$ cat config.mk
export PLATFORM = sky130hd
export DESIGN_NAME = cmd_mailbox
export DESIGN_NICKNAME = d
export VERILOG_FILES = /design/src/rtl/mbx_pkg.sv /design/src/rtl/mbx_window.sv /design/src/rtl/mbx_seq.sv /design/src/rtl/cmd_mailbox.sv
export SDC_FILE = /design/constraint.sdc
export NUM_CORES = 1
export LEC_CHECK = 0
export ABC_CLOCK_PERIOD_IN_PS = 4850
export BUFFER_PORTS_ARGS = -buffer_cell sky130_fd_sc_hd__buf_4
export CAP_MARGIN = 20
export CORE_ASPECT_RATIO = 0.75
export CORE_MARGIN = 3
export CORE_UTILIZATION = 30
export CTS_CLUSTER_SIZE = 40
export DETAILED_ROUTE_END_ITERATION = 16
export GPL_ROUTABILITY_DRIVEN = 0
export SYNTH_ARGS = -nofsm -noshare
export SYNTH_HDL_FRONTEND = slang
export SYNTH_SLANG_ARGS = --single-unit
$ cat constraint.sdc
create_clock -name clk -period 4.85 [get_ports clk]
set_input_delay 0.2425 -clock clk [delete_from_list [all_inputs] [get_ports clk]]
set_output_delay 0.2425 -clock clk [all_outputs]
set_load 0.03 [all_outputs]
$ cat src/rtl/mbx_pkg.sv
package mbx_pkg;

    localparam int WORD_W = 32;
    localparam int ERR_W  = 10;

    // Status word layout, MSB first (bits 31:28, 27:18, 17, 16, 15:0)
    typedef struct packed {
        logic [3:0]       spare;
        logic [ERR_W-1:0] err;
        logic             rdy;
        logic             busy;
        logic [15:0]      size;
    } mbx_stat_t;

    typedef struct packed {
        logic [15:0] qidx;
        logic [15:0] code;
    } mbx_op_t;

    typedef enum logic [2:0] {
        ST_IDLE,
        ST_ISSUE,
        ST_FILL,
        ST_HOLD,
        ST_DRAIN
    } mbx_state_e;

    typedef enum logic [1:0] {
        RG_OP,
        RG_CTRL,
        RG_RSVD,
        RG_DATA
    } mbx_reg_e;

    function automatic mbx_reg_e reg_of(input logic [15:0] word);
        case (word)
            16'd0:   reg_of = RG_OP;
            16'd1:   reg_of = RG_CTRL;
            16'd2:   reg_of = RG_RSVD;
            default: reg_of = RG_DATA;
        endcase
    endfunction

endpackage

$ cat src/rtl/mbx_window.sv
module mbx_window #(
    parameter  int DEPTH = 16,
    localparam int IDX_W = $clog2(DEPTH)
) (
    input  logic                      clk,
    input  logic                      rst,
    input  logic                      wr_en,
    input  logic [IDX_W-1:0]          wr_idx,
    input  logic [mbx_pkg::WORD_W-1:0] wr_data,
    input  logic [15:0]               rd_off,
    input  logic [15:0]               valid_cnt,
    output logic [mbx_pkg::WORD_W-1:0] rd_data
);
    logic [mbx_pkg::WORD_W-1:0] slot_q [DEPTH];
    logic in_range;

    always_ff @(posedge clk) begin
        for (int s = 0; s < DEPTH; s++) begin
            if (rst)
                slot_q[s] <= '0;
            else if (wr_en && wr_idx == IDX_W'(s))
                slot_q[s] <= wr_data;
        end
    end

    assign in_range = (rd_off < valid_cnt) && (rd_off < 16'(DEPTH));
    assign rd_data  = in_range ? slot_q[rd_off[IDX_W-1:0]] : '0;

endmodule

$ cat src/rtl/mbx_seq.sv
module mbx_seq
    import mbx_pkg::*;
#(
    parameter  int DEPTH = 16,
    localparam int IDX_W = $clog2(DEPTH),
    localparam int CNT_W = $clog2(DEPTH + 1)
) (
    input  logic              clk,
    input  logic              rst,
    input  logic              legacy_mode,
    input  logic              op_wr,
    input  logic              ctrl_wr,
    input  logic [WORD_W-1:0] wdata,
    output mbx_op_t           op_q,
    output mbx_stat_t         stat_q,
    output logic              cmd_valid,
    input  logic              cmd_ready,
    output logic [15:0]       cmd_code,
    output logic [15:0]       cmd_qidx,
    output logic [15:0]       cmd_len,
    input  logic              res_valid,
    output logic              res_ready,
    input  logic [WORD_W-1:0] res_data,
    input  logic              res_last,
    input  logic [ERR_W-1:0]  res_err,
    output logic              win_we,
    output logic [IDX_W-1:0]  win_idx,
    output logic [WORD_W-1:0] win_data
);
    mbx_state_e       state_q;
    logic [15:0]      rem_q;
    logic [CNT_W-1:0] cnt_q;
    logic             lg_q;

    logic             beat, store, bad, final_c, chunk_end;
    logic [CNT_W-1:0] cnt_nx;
    logic [15:0]      rem_nx;

    assign res_ready = (state_q == ST_FILL) || (state_q == ST_DRAIN);
    assign beat      = res_valid && res_ready;
    assign bad       = res_err != '0;
    assign store     = beat && (state_q == ST_FILL) && (rem_q != '0) && !bad;
    assign cnt_nx    = cnt_q + CNT_W'(store);
    assign rem_nx    = rem_q - 16'(store);
    assign final_c   = res_last || (rem_nx == '0);
    assign chunk_end = final_c || (cnt_nx == CNT_W'(DEPTH));

    assign cmd_valid = (state_q == ST_ISSUE);
    assign cmd_code  = op_q.code;
    assign cmd_qidx  = op_q.qidx;
    assign cmd_len   = rem_q;

    assign win_we    = store;
    assign win_idx   = cnt_q[IDX_W-1:0];
    assign win_data  = res_data;

    always_ff @(posedge clk) begin
        if (rst) begin
            state_q <= ST_IDLE;
            op_q    <= '0;
            stat_q  <= '0;
            rem_q   <= '0;
            cnt_q   <= '0;
            lg_q    <= 1'b0;
        end else begin
            case (state_q)
                ST_IDLE: begin
                    if (op_wr && wdata != '0) begin
                        op_q  <= wdata;
                        lg_q  <= legacy_mode;
                        cnt_q <= '0;
                        rem_q <= legacy_mode ? 16'd0 : stat_q.size;
                        if (!legacy_mode)
                            stat_q <= '{spare: '0, err: '0, rdy: 1'b0, busy: 1'b1, size: '0};
                        state_q <= ST_ISSUE;
                    end else if (ctrl_wr) begin
                        stat_q <= '{spare: '0, err: '0, rdy: 1'b0, busy: 1'b0, size: wdata[15:0]};
                    end
                end
                ST_ISSUE: begin
                    if (cmd_ready)
                        state_q <= ST_FILL;
                end
                ST_FILL: begin
                    if (beat) begin
                        rem_q <= rem_nx;
                        if (bad) begin
                            if (!lg_q)
                                stat_q <= '{spare: '0, err: res_err, rdy: 1'b1, busy: 1'b0,
                                            size: 16'(cnt_nx)};
                            cnt_q   <= '0;
                            op_q    <= '0;
                            state_q <= ST_IDLE;
                        end else if (chunk_end) begin
                            if (!lg_q)
                                stat_q <= '{spare: '0, err: '0, rdy: 1'b1, busy: !final_c,
                                            size: 16'(cnt_nx)};
                            cnt_q <= '0;
                            if (!final_c) begin
                                state_q <= ST_HOLD;
                            end else if (res_last) begin
                                op_q    <= '0;
                                state_q <= ST_IDLE;
                            end else begin
                                state_q <= ST_DRAIN;
                            end
                        end else begin
                            cnt_q <= cnt_nx;
                        end
                    end
                end
                ST_HOLD: begin
                    if (ctrl_wr && !wdata[17]) begin
                        stat_q.rdy <= 1'b0;
                        state_q    <= ST_FILL;
                    end
                end
                ST_DRAIN: begin
                    if (beat && res_last) begin
                        op_q    <= '0;
                        state_q <= ST_IDLE;
                    end
                end
                default: state_q <= ST_IDLE;
            endcase
        end
    end

    // a published chunk never exceeds the window
    a_r3_chunk_bound: assert property (@(posedge clk) disable iff (rst)
        stat_q.rdy |-> (stat_q.size <= 16'(DEPTH)));

    // no backend word is taken while a non-final chunk waits for the host
    a_r4_hold_no_accept: assert property (@(posedge clk) disable iff (rst)
        (stat_q.rdy && stat_q.busy) |-> !res_ready);

    // an error code always comes with the busy flag down
    a_r7_err_terminal: assert property (@(posedge clk) disable iff (rst)
        (stat_q.err != '0) |-> !stat_q.busy);

    // a live command register only keeps its value or clears
    a_r9_op_frozen: assert property (@(posedge clk) disable iff (rst)
        (op_q != '0) |=> ((op_q == '0) || (op_q == $past(op_q))));

    // an offered command is held until taken
    a_r2_cmd_hold: assert property (@(posedge clk) disable iff (rst)
        (cmd_valid && !cmd_ready) |=> (cmd_valid && $stable(op_q)));

    // compatibility-mode commands leave the status word alone
    a_r11_stat_untouched: assert property (@(posedge clk) disable iff (rst)
        (lg_q && state_q != ST_IDLE) |=> $stable(stat_q));

endmodule

$ cat src/rtl/cmd_mailbox.sv
module cmd_mailbox
    import mbx_pkg::*;
#(
    parameter  int DEPTH  = 16,
    parameter  int ADDR_W = 5,
    localparam int IDX_W  = $clog2(DEPTH)
) (
    input  logic              clk,
    input  logic              rst,
    input  logic              legacy_mode,
    input  logic              bus_wr,
    input  logic [ADDR_W-1:0] bus_word,
    input  logic [31:0]       bus_wdata,
    output logic [31:0]       bus_rdata,
    output logic              cmd_valid,
    input  logic              cmd_ready,
    output logic [15:0]       cmd_code,
    output logic [15:0]       cmd_qidx,
    output logic [15:0]       cmd_len,
    input  logic              res_valid,
    output logic              res_ready,
    input  logic [31:0]       res_data,
    input  logic              res_last,
    input  logic [9:0]        res_err
);
    mbx_op_t     op_q;
    mbx_stat_t   stat_q;
    mbx_reg_e    sel;
    logic [15:0] word16, win_off;
    logic        win_we;
    logic [IDX_W-1:0]  win_idx;
    logic [WORD_W-1:0] win_wdata, win_rdata;

    assign word16  = 16'(bus_word);
    assign win_off = word16 - 16'd3;
    assign sel     = reg_of(word16);

    mbx_seq #(.DEPTH(DEPTH)) seq_i (
        .clk        (clk),
        .rst        (rst),
        .legacy_mode(legacy_mode),
        .op_wr      (bus_wr && sel == RG_OP),
        .ctrl_wr    (bus_wr && sel == RG_CTRL),
        .wdata      (bus_wdata),
        .op_q       (op_q),
        .stat_q     (stat_q),
        .cmd_valid  (cmd_valid),
        .cmd_ready  (cmd_ready),
        .cmd_code   (cmd_code),
        .cmd_qidx   (cmd_qidx),
        .cmd_len    (cmd_len),
        .res_valid  (res_valid),
        .res_ready  (res_ready),
        .res_data   (res_data),
        .res_last   (res_last),
        .res_err    (res_err),
        .win_we     (win_we),
        .win_idx    (win_idx),
        .win_data   (win_wdata)
    );

    mbx_window #(.DEPTH(DEPTH)) win_i (
        .clk      (clk),
        .rst      (rst),
        .wr_en    (win_we),
        .wr_idx   (win_idx),
        .wr_data  (win_wdata),
        .rd_off   (win_off),
        .valid_cnt(stat_q.size),
        .rd_data  (win_rdata)
    );

    always_comb begin
        case (sel)
            RG_OP:   bus_rdata = op_q;
            RG_CTRL: bus_rdata = stat_q;
            RG_DATA: bus_rdata = win_rdata;
            default: bus_rdata = '0;
        endcase
    end

endmodule

Word-level counts from Yosys, hierarchy flattened
Memories as Yosys holds them, arrays and structs flattened. Cells that the tools add are included.

RAM bits: 512. Memories: 1. Input bits: 86. Register bits after elaboration: 89. Output and inout port bits: 82. Word-level logic and storage cells: 225.

Reduce and logical (&&, ||, !) cells: 49. Order comparisons: 2. Eq/ne operators: 35. Multiplexer cells: 108. $add $sub $neg: 3. Bitwise operators: 16.

Memory list: win_i.slot_q (words 16, bits a word 32, rd ports 1, clocked after Yosys merged registers in 0, write ports 16, line mbx_window.sv:14) `logic [mbx_pkg::WORD_W-1:0] slot_q [DEPTH];`.

Operators by type and width (number): two-way mux 32 bit (32); case mux 32 bit (3 select lines) (2); two-way mux 1 bit (51); two-way mux 16 bit (3); case mux 17 bit (2 select lines) (1); == test 4 bit (second input constant) (8); zero test 16 bit (2); case mux 16 bit (2 select lines) (1); nonzero test 32 bit (1); case mux 14 bit (2 select lines) (1); two-way mux 3 bit (9); logical AND 1 bit (26); two-way mux 5 bit (4); == test 4 x 3 -> 1 bit (second input constant) (4); less-than comparator 16 bit (1); less-than comparator 16 x 5 -> 1 bit (second input constant) (1); bitwise OR 1 bit (16); nonzero test 16 bit (1); subtractor 16 x 1 -> 16 bit (1); case mux 3 bit (5 select lines) (1); AND reduction 7 bit (2); AND reduction 6 bit (2); case mux 5 bit (2 select lines) (1); nonzero test 10 bit (1); 28 further kinds (41).

Logic depth before layout (Yosys ltp)
Gate-level depths: netlist (run 1).

Depth in word-level cells: 15. Depth in mapped cells: 16. Depth with buffers taken out: 13.

Modules after synthesis
Synthesis (run 1) repeated with hierarchy kept, for this count alone.

Cells, all modules: 2262. Area, all modules: 29410.7 µm².

Modules (own cells, without submodules): mbx_window (area each 23751.5 µm², instances 1, cells each 1519, sequential area each 15374.7 µm²); mbx_seq (area each 4877.2 µm², instances 1, cells each 646, sequential area each 1701.6 µm²); cmd_mailbox (area each 782.0 µm², instances 1, cells each 97, sequential area each 0.0 µm²).

Least setup slack after synthesis (run 1)
Ideal clock, no wire load.

Kind: register to register. Start: register seq_i.rem_q[9] (netlist: seq_i.cmd_len[9]). End: memory win_i.slot_q[0][0] (netlist bit) (enable). Setup slack: 1.011 ns. Data required time: 4.422 ns. Buffers on the path: 2. Clock period less this slack: 3.839 ns. Arrival: 3.411 ns. Setup time: 0.428 ns. Stages on the path, launching flop included: 9. Cells stage by stage: dfxtp_1 -> clkbuf_1 -> nor4_1 -> nand3_1 -> nor4_1 -> nor3_2 -> or3b_1 -> buf_2 -> o21bai_1.

RTL lines: start, declared (line mbx_seq.sv:31) `logic [15:0] rem_q;`; start signal, assigned (line mbx_seq.sv:72) `rem_q <= legacy_mode ? 16'd0 : stat_q.size;`; start signal, assigned (line mbx_seq.sv:86) `rem_q <= rem_nx;`; end, declared (line mbx_window.sv:14).

Final worst setup path (run 1)
Start: register seq_i.state_q[1]. End: register seq_i.stat_q[25] (netlist name).

Cells in the longest elaborated chain, start to end: 12. Elaborated cells on any way between the ends: 22. Classes of those cells: 2 x add/sub; 8 x eq/ne; 1 x mux; 11 x reduce/logical.

Ends and longest elaborated chain: start, declared (line mbx_seq.sv:30) `mbx_state_e state_q;`; start signal, assigned (line mbx_seq.sv:59) `state_q <= ST_IDLE;`; start signal, assigned (line mbx_seq.sv:75) `state_q <= ST_ISSUE;`; start signal, assigned (line mbx_seq.sv:82) `state_q <= ST_FILL;`; == test 3 x 2 -> 1 bit / == test 3 bit (equally long branches) (line mbx_seq.sv:39, mbx_seq.sv:42, mbx_seq.sv:66); logical OR 1 bit (line mbx_seq.sv:39) `assign res_ready = (state_q == ST_FILL) || (state_q == ST_DRAIN);`; logical AND 1 bit (line mbx_seq.sv:40) `assign beat = res_valid && res_ready;`; logical AND 1 bit (3 in series) (line mbx_seq.sv:42) `assign store = beat && (state_q == ST_FILL) && (rem_q != '0) && !bad;`; subtractor 16 x 1 -> 16 bit (line mbx_seq.sv:44) `assign rem_nx = rem_q - 16'(store);`; zero test 16 bit (line mbx_seq.sv:45) `assign final_c = res_last || (rem_nx == '0);`; logical OR 1 bit (line mbx_seq.sv:45); logical OR 1 bit (line mbx_seq.sv:46) `assign chunk_end = final_c || (cnt_nx == CNT_W'(DEPTH));`; inequality test 3 x 1 -> 1 bit (no source line); AND reduction 6 bit (no source line).

Several ways; a longest one is shown, not always the timed one. A chain may end at the register's enable or synchronous reset.

==> impl_summary.txt, run 1 <==
----------------------------------------------------
[Setup path]
  Sum of buffers and inverters on the critical path ... 1
  Startpoint class of the critical path ... flip-flop
  Worst r2r path cells ... 13
  Critical Path, Cell by Cell ... nor3b_4, nand4_1, nor3_2, buf_4, ha_1, ha_1, or3b_4, a2111oi_4, o21ai_2, a211oi_4, a21bo_2, nand2_1, o21ai_1
  Critical Path AT ... about 5.2 ns
  Kind of end point of the critical path ... flip-flop
  Most common cell type on the critical path ... sky130_fd_sc_hd__ha_1
  Worst path slowest cell ... sky130_fd_sc_hd__dfxtp_1
  Delay of the slowest cell on the worst path ... 0.64 ns
  Crit Path Max Fanout ... 20
  Cell family contributing the most delay on the critical path ... compound AO/OA/AOI/OAI gates
  Worst endpoint required time ... between 5 and 6 ns
  Critical Setup Path Class ... flip-flop to flip-flop
  Number of stages on the worst setup path ... 13

[GRT]
  Global-route wire length before repair ... 126000 microns
  Number of antenna violations at the first check in global routing ... 7
  Overall fraction of global-route tracks in use ... 17.2%
  Number of global-route vias before repair ... 18093
  Top Usage Layer GRT ... met2
  Global Route met1 Usage ... 25.3%
  Grt met2 use ... 26.4%
  Largest net degree at the start of global routing ... 129
  GR Layer Usage met3 ... 2.82%
  GRT overflow ... 0

[Floorplan]
  Die width ... between 300 and 400 microns
  Starting Density ... 30.6%
  Die height ... 272 microns
  Number of ports placed on the die boundary ... around 170
  # rows ... 96
  Core region area ... 92500 sq um
  Die Area ... slightly below 100000 sq um

[Synth]
  Predominant post-synthesis flop cell ... sky130_fd_sc_hd__edfxtp_1
  Count of unique library cells instantiated by Yosys ... 67
  Average cell area after synthesis ... 13.6 sq um
  Flip-flop and latch count after synthesis ... slightly below 600
  Sequential-to-total area share from yosys stat ... 60.3%
  Gate Count Post-Synth ... 2078
  Proportion of synthesized flip-flops having asynchronous set or reset ... 0%
  Mapped Nets ... 2187
  Yosys warning count ... 0
  Top cells by area, synth ... sky130_fd_sc_hd__edfxtp_1, sky130_fd_sc_hd__mux4_2, sky130_fd_sc_hd__and2_1
  Post-synth top area share ... between 50% and 60%
  Yosys top cell by area ... sky130_fd_sc_hd__edfxtp_1
  Number of flops mapped to enable cells by yosys ... 512
  Post-Syn Area ... 28300 sq um

[Power and ir drop]
  Power density over the cells ... approximately 400 nW/um^2
  Peak VDD IR ... between 0.0002 and 0.0003 V
  Leakage ... around 12 nW

[Timing]
  Final Hold Slack ... 0.0565 ns
  Actual transition at the worst max-transition pin ... 1.11 ns
  Number of endpoints with negative hold slack in the final report ... 0
  Worst setup skew after layout ... 0.0164 ns
  Max Freq ... ~220 MHz
  Unrepaired setup endpoints after global routing ... false
  Shortest clock period the worst path allows after layout ... about 4.6 ns
  Number of pins exceeding their max-slew limit in the final report ... 0
  Relative max-transition margin ... 25.8%
  Final period utilization ... 95.7%
  Setup Total Neg Slack ... 0 ns
  Final Setup Violations ... 0

[Cells and area]
  Total number of nets in the final design ... 2368
  Area growth from synthesis to layout ... 19.4%
  Post-Route Utilization ... 36.5%
  Fill count ... 8727
  Fraction of layout instances using a drive strength above 1 ... 22.1%
  Non-filler instance count after layout ... around 3500
  Post-layout instance area ... 33800 sq um

[Route]
  Average detailed-routed wire length per instance ... 24.4 microns
  Count of vias placed by the detailed router ... between 15000 and 20000
  Sum of routed wire length over all layers ... around 86000 microns
  Iteration-0 DRC count of the detailed router ... approximately 2500
  DRC Markers ... 0
  Mean number of vias per cell ... 5.26
  Routed Antenna Nets ... 0
  Number of detailed-routing iterations run before antenna repair ... 6

[Outcome]
  Run status ... completed

[Place]
  PortBufs ... 167
  Placed Cells ... 3351
  Dpl cell area ... 31200 sq um
  DP HPWL ... 53700 microns

[Clocking]
  Clock-pin slew reported for the worst setup and hold paths after clock tree synthesis ... 0.07 ns
  H-tree levels ... 2
  Total number of clock tree sinks ... 597
  TritonCTS clock tree ... built
  Clock latency reported for the late side of the worst-skew pair ... 0.63 ns
  Root buf cell ... sky130_fd_sc_hd__clkbuf_16
  Number of CTS-inserted buffers ... 56
  Clock buffer depth ... 3

[Worst hold path]
  Type of the tightest min-delay check ... input pin to flip-flop
  Number of cells on the worst hold path ... 4

[Flow run]
  Max-cap check violation count ... 0

----------------------------------------------------
-- cell type report --
| type | count | area (sq um) | share of cell area (%) |
|---|---|---|---|
| clock inverter | 29 | 324 | 0.959 |
| tap | 1225 | 1530 | 4.54 |
| multi-input combinational | 1249 | 10600 | 31.3 |
| antenna | 4 | 10.0 | 0.0296 |
| inverter | 60 | 225 | 0.667 |
| clock buffer | 72 | 1460 | 4.32 |
| timing repair buffer | 295 | 2580 | 7.62 |
| sequential | 597 | 17100 | 50.5 |
-- layer usage --
layer | part of all wire, % | wire (microns)
met1 | 44 | 37900
met2 | 45 | 39200
met3 | 8.3 | 7150
met4 | 2.3 | 1970
met5 | 0.031 | 27
-- final timing paths --
path | end | start | slack [ns]
max | seq_i.stat_q[25] | seq_i.state_q[1] | 0.21
min | seq_i.state_q[2] | res_last | 0.06
max reg2reg | seq_i.stat_q[25] | seq_i.state_q[1] | 0.21
min reg2reg | seq_i.cnt_q[4] | seq_i.cnt_q[4] | 0.47
-- flip-flops by register name (all words and copies together) (netlist names) --
signal	flops
seq_i.cmd_qidx	16
seq_i.cmd_code	16
seq_i.state_q	3
win_i.slot_q	512
seq_i.stat_q	28
seq_i.lg_q	1
seq_i.cmd_len	16
seq_i.cnt_q	5
-- cell usage after synthesis (23+ instances only) --
cell,count
sky130_fd_sc_hd__edfxtp_1,512
sky130_fd_sc_hd__mux4_2,160
sky130_fd_sc_hd__a21oi_1,67
sky130_fd_sc_hd__clkbuf_1,129
sky130_fd_sc_hd__o21ai_0,60
sky130_fd_sc_hd__a22oi_1,32
sky130_fd_sc_hd__and2_1,515
sky130_fd_sc_hd__dfxtp_1,85
sky130_fd_sc_hd__nand2_1,72
sky130_fd_sc_hd__buf_2,24
sky130_fd_sc_hd__nand3_1,56
sky130_fd_sc_hd__nor2_1,53
sky130_fd_sc_hd__ha_1,23
sky130_fd_sc_hd__inv_1,59
-- power by group --
group          total, mW  leakage [nW]  internal [mW]  switching (mW)
Clock               4.43         0.861           2.49            1.94
Combinational       2.70          5.32          0.998            1.70
Sequential          6.15          5.60           5.91           0.248
Total               13.3          11.8           9.39            3.89
-- worst register-to-register path, stage by stage (launching register included) --
cell,delay [ns]
sky130_fd_sc_hd__dfxtp_1,0.64
sky130_fd_sc_hd__nor3b_4,0.30
sky130_fd_sc_hd__nand4_1,0.24
sky130_fd_sc_hd__nor3_2,0.23
sky130_fd_sc_hd__buf_4,0.16
sky130_fd_sc_hd__ha_1,0.27
sky130_fd_sc_hd__ha_1,0.28
sky130_fd_sc_hd__or3b_4,0.44
sky130_fd_sc_hd__a2111oi_4,0.37
sky130_fd_sc_hd__o21ai_2,0.13
sky130_fd_sc_hd__a211oi_4,0.38
sky130_fd_sc_hd__a21bo_2,0.52
sky130_fd_sc_hd__nand2_1,0.35
sky130_fd_sc_hd__o21ai_1,0.25
-- layout by cell type (no fill, tap or decap), types with 59 or more instances in the layout --
master and instances:
sky130_fd_sc_hd__a21oi_1 67, sky130_fd_sc_hd__and2_1 515, sky130_fd_sc_hd__buf_4 207, sky130_fd_sc_hd__dfxtp_1 85
sky130_fd_sc_hd__dlygate4sd3_1 74, sky130_fd_sc_hd__edfxtp_1 512, sky130_fd_sc_hd__inv_1 59, sky130_fd_sc_hd__mux4_2 160
sky130_fd_sc_hd__nand2_1 72, sky130_fd_sc_hd__o21ai_0 60
-- metrics by stage --
step                      setup slack, ns  power (mW)
after floorplan                      1.01        7.83
after global placement              0.497        8.77
after detailed placement            0.263        8.84
after CTS                           0.216        13.3
after global routing              0.00974        13.8
final                               0.210        13.3
-- cell families (layout without fill, tap and decap cells) --
group	Yosys count	after routing	share of synthesized area, %
fa+ha+maj	23	23	1.02
compound gates	243	243	5.43
xor+xnor	15	15	0.464
other cells	0	4	0
flops	597	597	60.3
mux	161	161	12.8
buf+inv	232	456	3.21
simple gates	807	807	16.8
-- timing repair --
item                       CTS  global route
hold buffers                74             0
resized for setup            0             1
buffers inserted             0             0
setup endpoints to repair    0            16
hold endpoints to repair   449             0
(Power assumes the default switching activity.)
==> run 2: changes to the inputs <==
- CELL_PAD_IN_SITES_DETAIL_PLACEMENT: default -> 0
- CELL_PAD_IN_SITES_GLOBAL_PLACEMENT: default -> 1
- PLACE_DENSITY_LB_ADDON: default -> 0.1
==> impl_summary.txt, run 2 (same netlist as run 1, synthesis figures left out) <==
----------------------------------------------------
[Place]
  DP HPWL ... 60600 microns
  PortBufs ... 167
  Placed Cells ... 3359

[GRT]
  Number of antenna violations at the first check in global routing ... 7
  Number of global-route vias before repair ... 18366
  Global Route met1 Usage ... a little under a third
  Overall fraction of global-route tracks in use ... 20.3%
  Grt met2 use ... 30.6%
  GR Layer Usage met3 ... 3.60%
  GRT overflow ... 0
  Top Usage Layer GRT ... met1
  Global-route wire length before repair ... between 100000 and 150000 microns
  Largest net degree at the start of global routing ... 95

[Route]
  Mean number of vias per cell ... 5.11
  Routed Antenna Nets ... 0
  Sum of routed wire length over all layers ... roughly 100000 microns
  Average detailed-routed wire length per instance ... about 28 microns
  Number of detailed-routing iterations run before antenna repair ... 5
  Iteration-0 DRC count of the detailed router ... between 1500 and 2000
  DRC Markers ... 0
  Count of vias placed by the detailed router ... 18091

[Power and ir drop]
  Peak VDD IR ... 0.000233 V
  Power density over the cells ... 407 nW/um^2
  Leakage ... 11.9 nW

[Cells and area]
  Total number of nets in the final design ... roughly 2400
  Fill count ... 8764
  Non-filler instance count after layout ... 3540
  Area growth from synthesis to layout ... 20.2%
  Fraction of layout instances using a drive strength above 1 ... 23.0%
  Register bank with the most flops ... win_i.slot_q
  Area of the multi-input gates ... 10600 sq um
  Commonest non-fill, non-tap cells in the layout ... sky130_fd_sc_hd__and2_1, sky130_fd_sc_hd__edfxtp_1, sky130_fd_sc_hd__buf_4, sky130_fd_sc_hd__mux4_2, sky130_fd_sc_hd__dfxtp_1
  Seq. cell area ... 17100 sq um
  Most common library cell in the layout ignoring fill and taps ... sky130_fd_sc_hd__and2_1
  Largest regs ... win_i.slot_q: 512 flops, seq_i.stat_q: 28 flops
  Number of flip-flops in the largest register ... 512

[Worst hold path]
  Hold Path Origin ... res_data[15]
  Number of cells on the worst hold path ... 2
  Endpoint of the worst hold-timing path ... win_i.slot_q[2][15]
  Type of the tightest min-delay check ... input pin to flip-flop

[Setup path]
  Crit Path Max Fanout ... 17
  Critical Path AT ... 4.77 ns
  Critical Setup Path Class ... flip-flop to flip-flop
  Most common cell type on the critical path ... sky130_fd_sc_hd__ha_1
  Worst path slowest cell ... sky130_fd_sc_hd__a21boi_2
  Delay of the slowest cell on the worst path ... 0.68 ns
  Terminus of the critical flop-to-flop path ... seq_i.stat_q[7]
  Critical path origin ... seq_i.cmd_len[4]
  R2R Setup Slk ... ~0.58 ns
  Startpoint class of the critical path ... flip-flop
  Kind of end point of the critical path ... flip-flop
  Launching point of the worst reg2reg path ... seq_i.cmd_len[4]
  Worst r2r path cells ... 13
  Critical Path, Cell by Cell ... nor4_2, nand3_1, nor4_1, nor3_2, ha_1, ha_1, or3b_4, nor3_1, xnor2_1, and4_1, a21boi_2, nor2_2, o31ai_1
  Worst endpoint required time ... roughly 5.4 ns

[Timing]
  Setup Total Neg Slack ... 0 ns
  Actual transition at the worst max-transition pin ... 1.15 ns
  Unrepaired setup endpoints after global routing ... false
  Number of pins exceeding their max-slew limit in the final report ... 0
  Final period utilization ... between 80% and 90%
  Relative max-transition margin ... 23.2%
  Max Freq ... 234 MHz
  Final Setup Violations ... 0
  Shortest clock period the worst path allows after layout ... between 4 and 5 ns
  Worst setup skew after layout ... 0.0186 ns
  Number of endpoints with negative hold slack in the final report ... 0

[Clocking]
  TritonCTS clock tree ... built
  Number of CTS-inserted buffers ... 68
  Root buf cell ... sky130_fd_sc_hd__clkbuf_16
  H-tree levels ... 3
  Clock buffer depth ... 3
  Clock-pin slew reported for the worst setup and hold paths after clock tree synthesis ... 0.06 ns
  Clock latency reported for the late side of the worst-skew pair ... just over 0.6 ns
  Total number of clock tree sinks ... between 500 and 600

[Floorplan]
  Die Area ... 98100 sq um
  # rows ... 96
  Number of ports placed on the die boundary ... 168
  Starting Density ... 30.6%
  Die height ... 272 microns
  Core region area ... 92500 sq um
  Die width ... 361 microns

[Outcome]
  Run status ... completed

[Flow run]
  Max-cap check violation count ... 0

----------------------------------------------------
==> run 2: changes by cell type in the layout (fill, tap and decap cells not counted), sizes merged <==
cell,previous run,this run
buf,220,228
bufinv,7,3
clkbuf,73,78
clkinv,20,32
clkinvlp,1,0
dlygate4sd3,74,62
inv,61,62
==> run 2: power by group <==
| part | leakage [nW] | internal, mW | switching, mW |
|---|---|---|---|
| logic | 5.30 | 0.995 | 1.79 |
| clock network | 0.995 | 2.76 | 2.13 |
| registers | 5.60 | 5.91 | 0.278 |
| total | 11.9 | 9.66 | 4.19 |
==> run 2: critical path, delay by kind of cell (launching register included) <==
family | cells | cell delay [ns]
xor+xnor | 1 | 0.16
compound gates | 2 | 0.99
fa+ha+maj | 2 | 0.54
flops | 1 | 0.41
simple gates | 8 | 2.06
==> run 2: stage by stage <==
step                hold WS [ns]  setup slack (ns)  utilization (%)  total power [mW]  cell area, sq um
floorplan                  0.375              1.01                -              7.83             28300
global placement           0.457             0.666             33.9              9.03             31400
detailed placement         0.464             0.623             33.9              9.05             31400
CTS                      0.00286             0.675             36.8              14.0             34000
global route              0.0298             0.295             36.8              14.4             34000
finish                    0.0440             0.578             36.8              13.9             34000
==> run 2: final cells by class <==
type | count | area share, %
Clock inverter | 37 | 0.732
Clock buffer | 78 | 5.20
Tap cell | 1225 | 4.50
Inverter | 60 | 0.662
Antenna cell | 4 | 0.0294
Timing Repair Buffer | 290 | 7.39
Sequential cell | 597 | 50.2
Multi-Input combinational cell | 1249 | 31.3
==> run 2: how the worst max path moves through the flow <==
stage	endpoint	slack (ns)	cells past startpoint
after detailed placement	seq_i.stat_q[2]	0.62	13
final	seq_i.stat_q[7]	0.58	13
after global placement	seq_i.stat_q[3]	0.67	13
after CTS	seq_i.stat_q[7]	0.68	13
after floorplan	win_i.slot_q[0][0]	1.01	8
after global routing	seq_i.stat_q[12]	0.29	13
==> run 2: repair_timing <==
action / in CTS / in global routing
resized for setup: 0 / 0
setup buffers: 0 / 0
endpoints found under the hold margin: 232 / 0
hold buffers: 62 / 0
==> run 2: routing by layer <==
metal | up-vias | share of wire (%)
li1 | 8005 | -
met1 | 9438 | 49
met2 | 558 | 44
met3 | 90 | 5.6
met4 | 0 | 1.5
met5 | - | 0
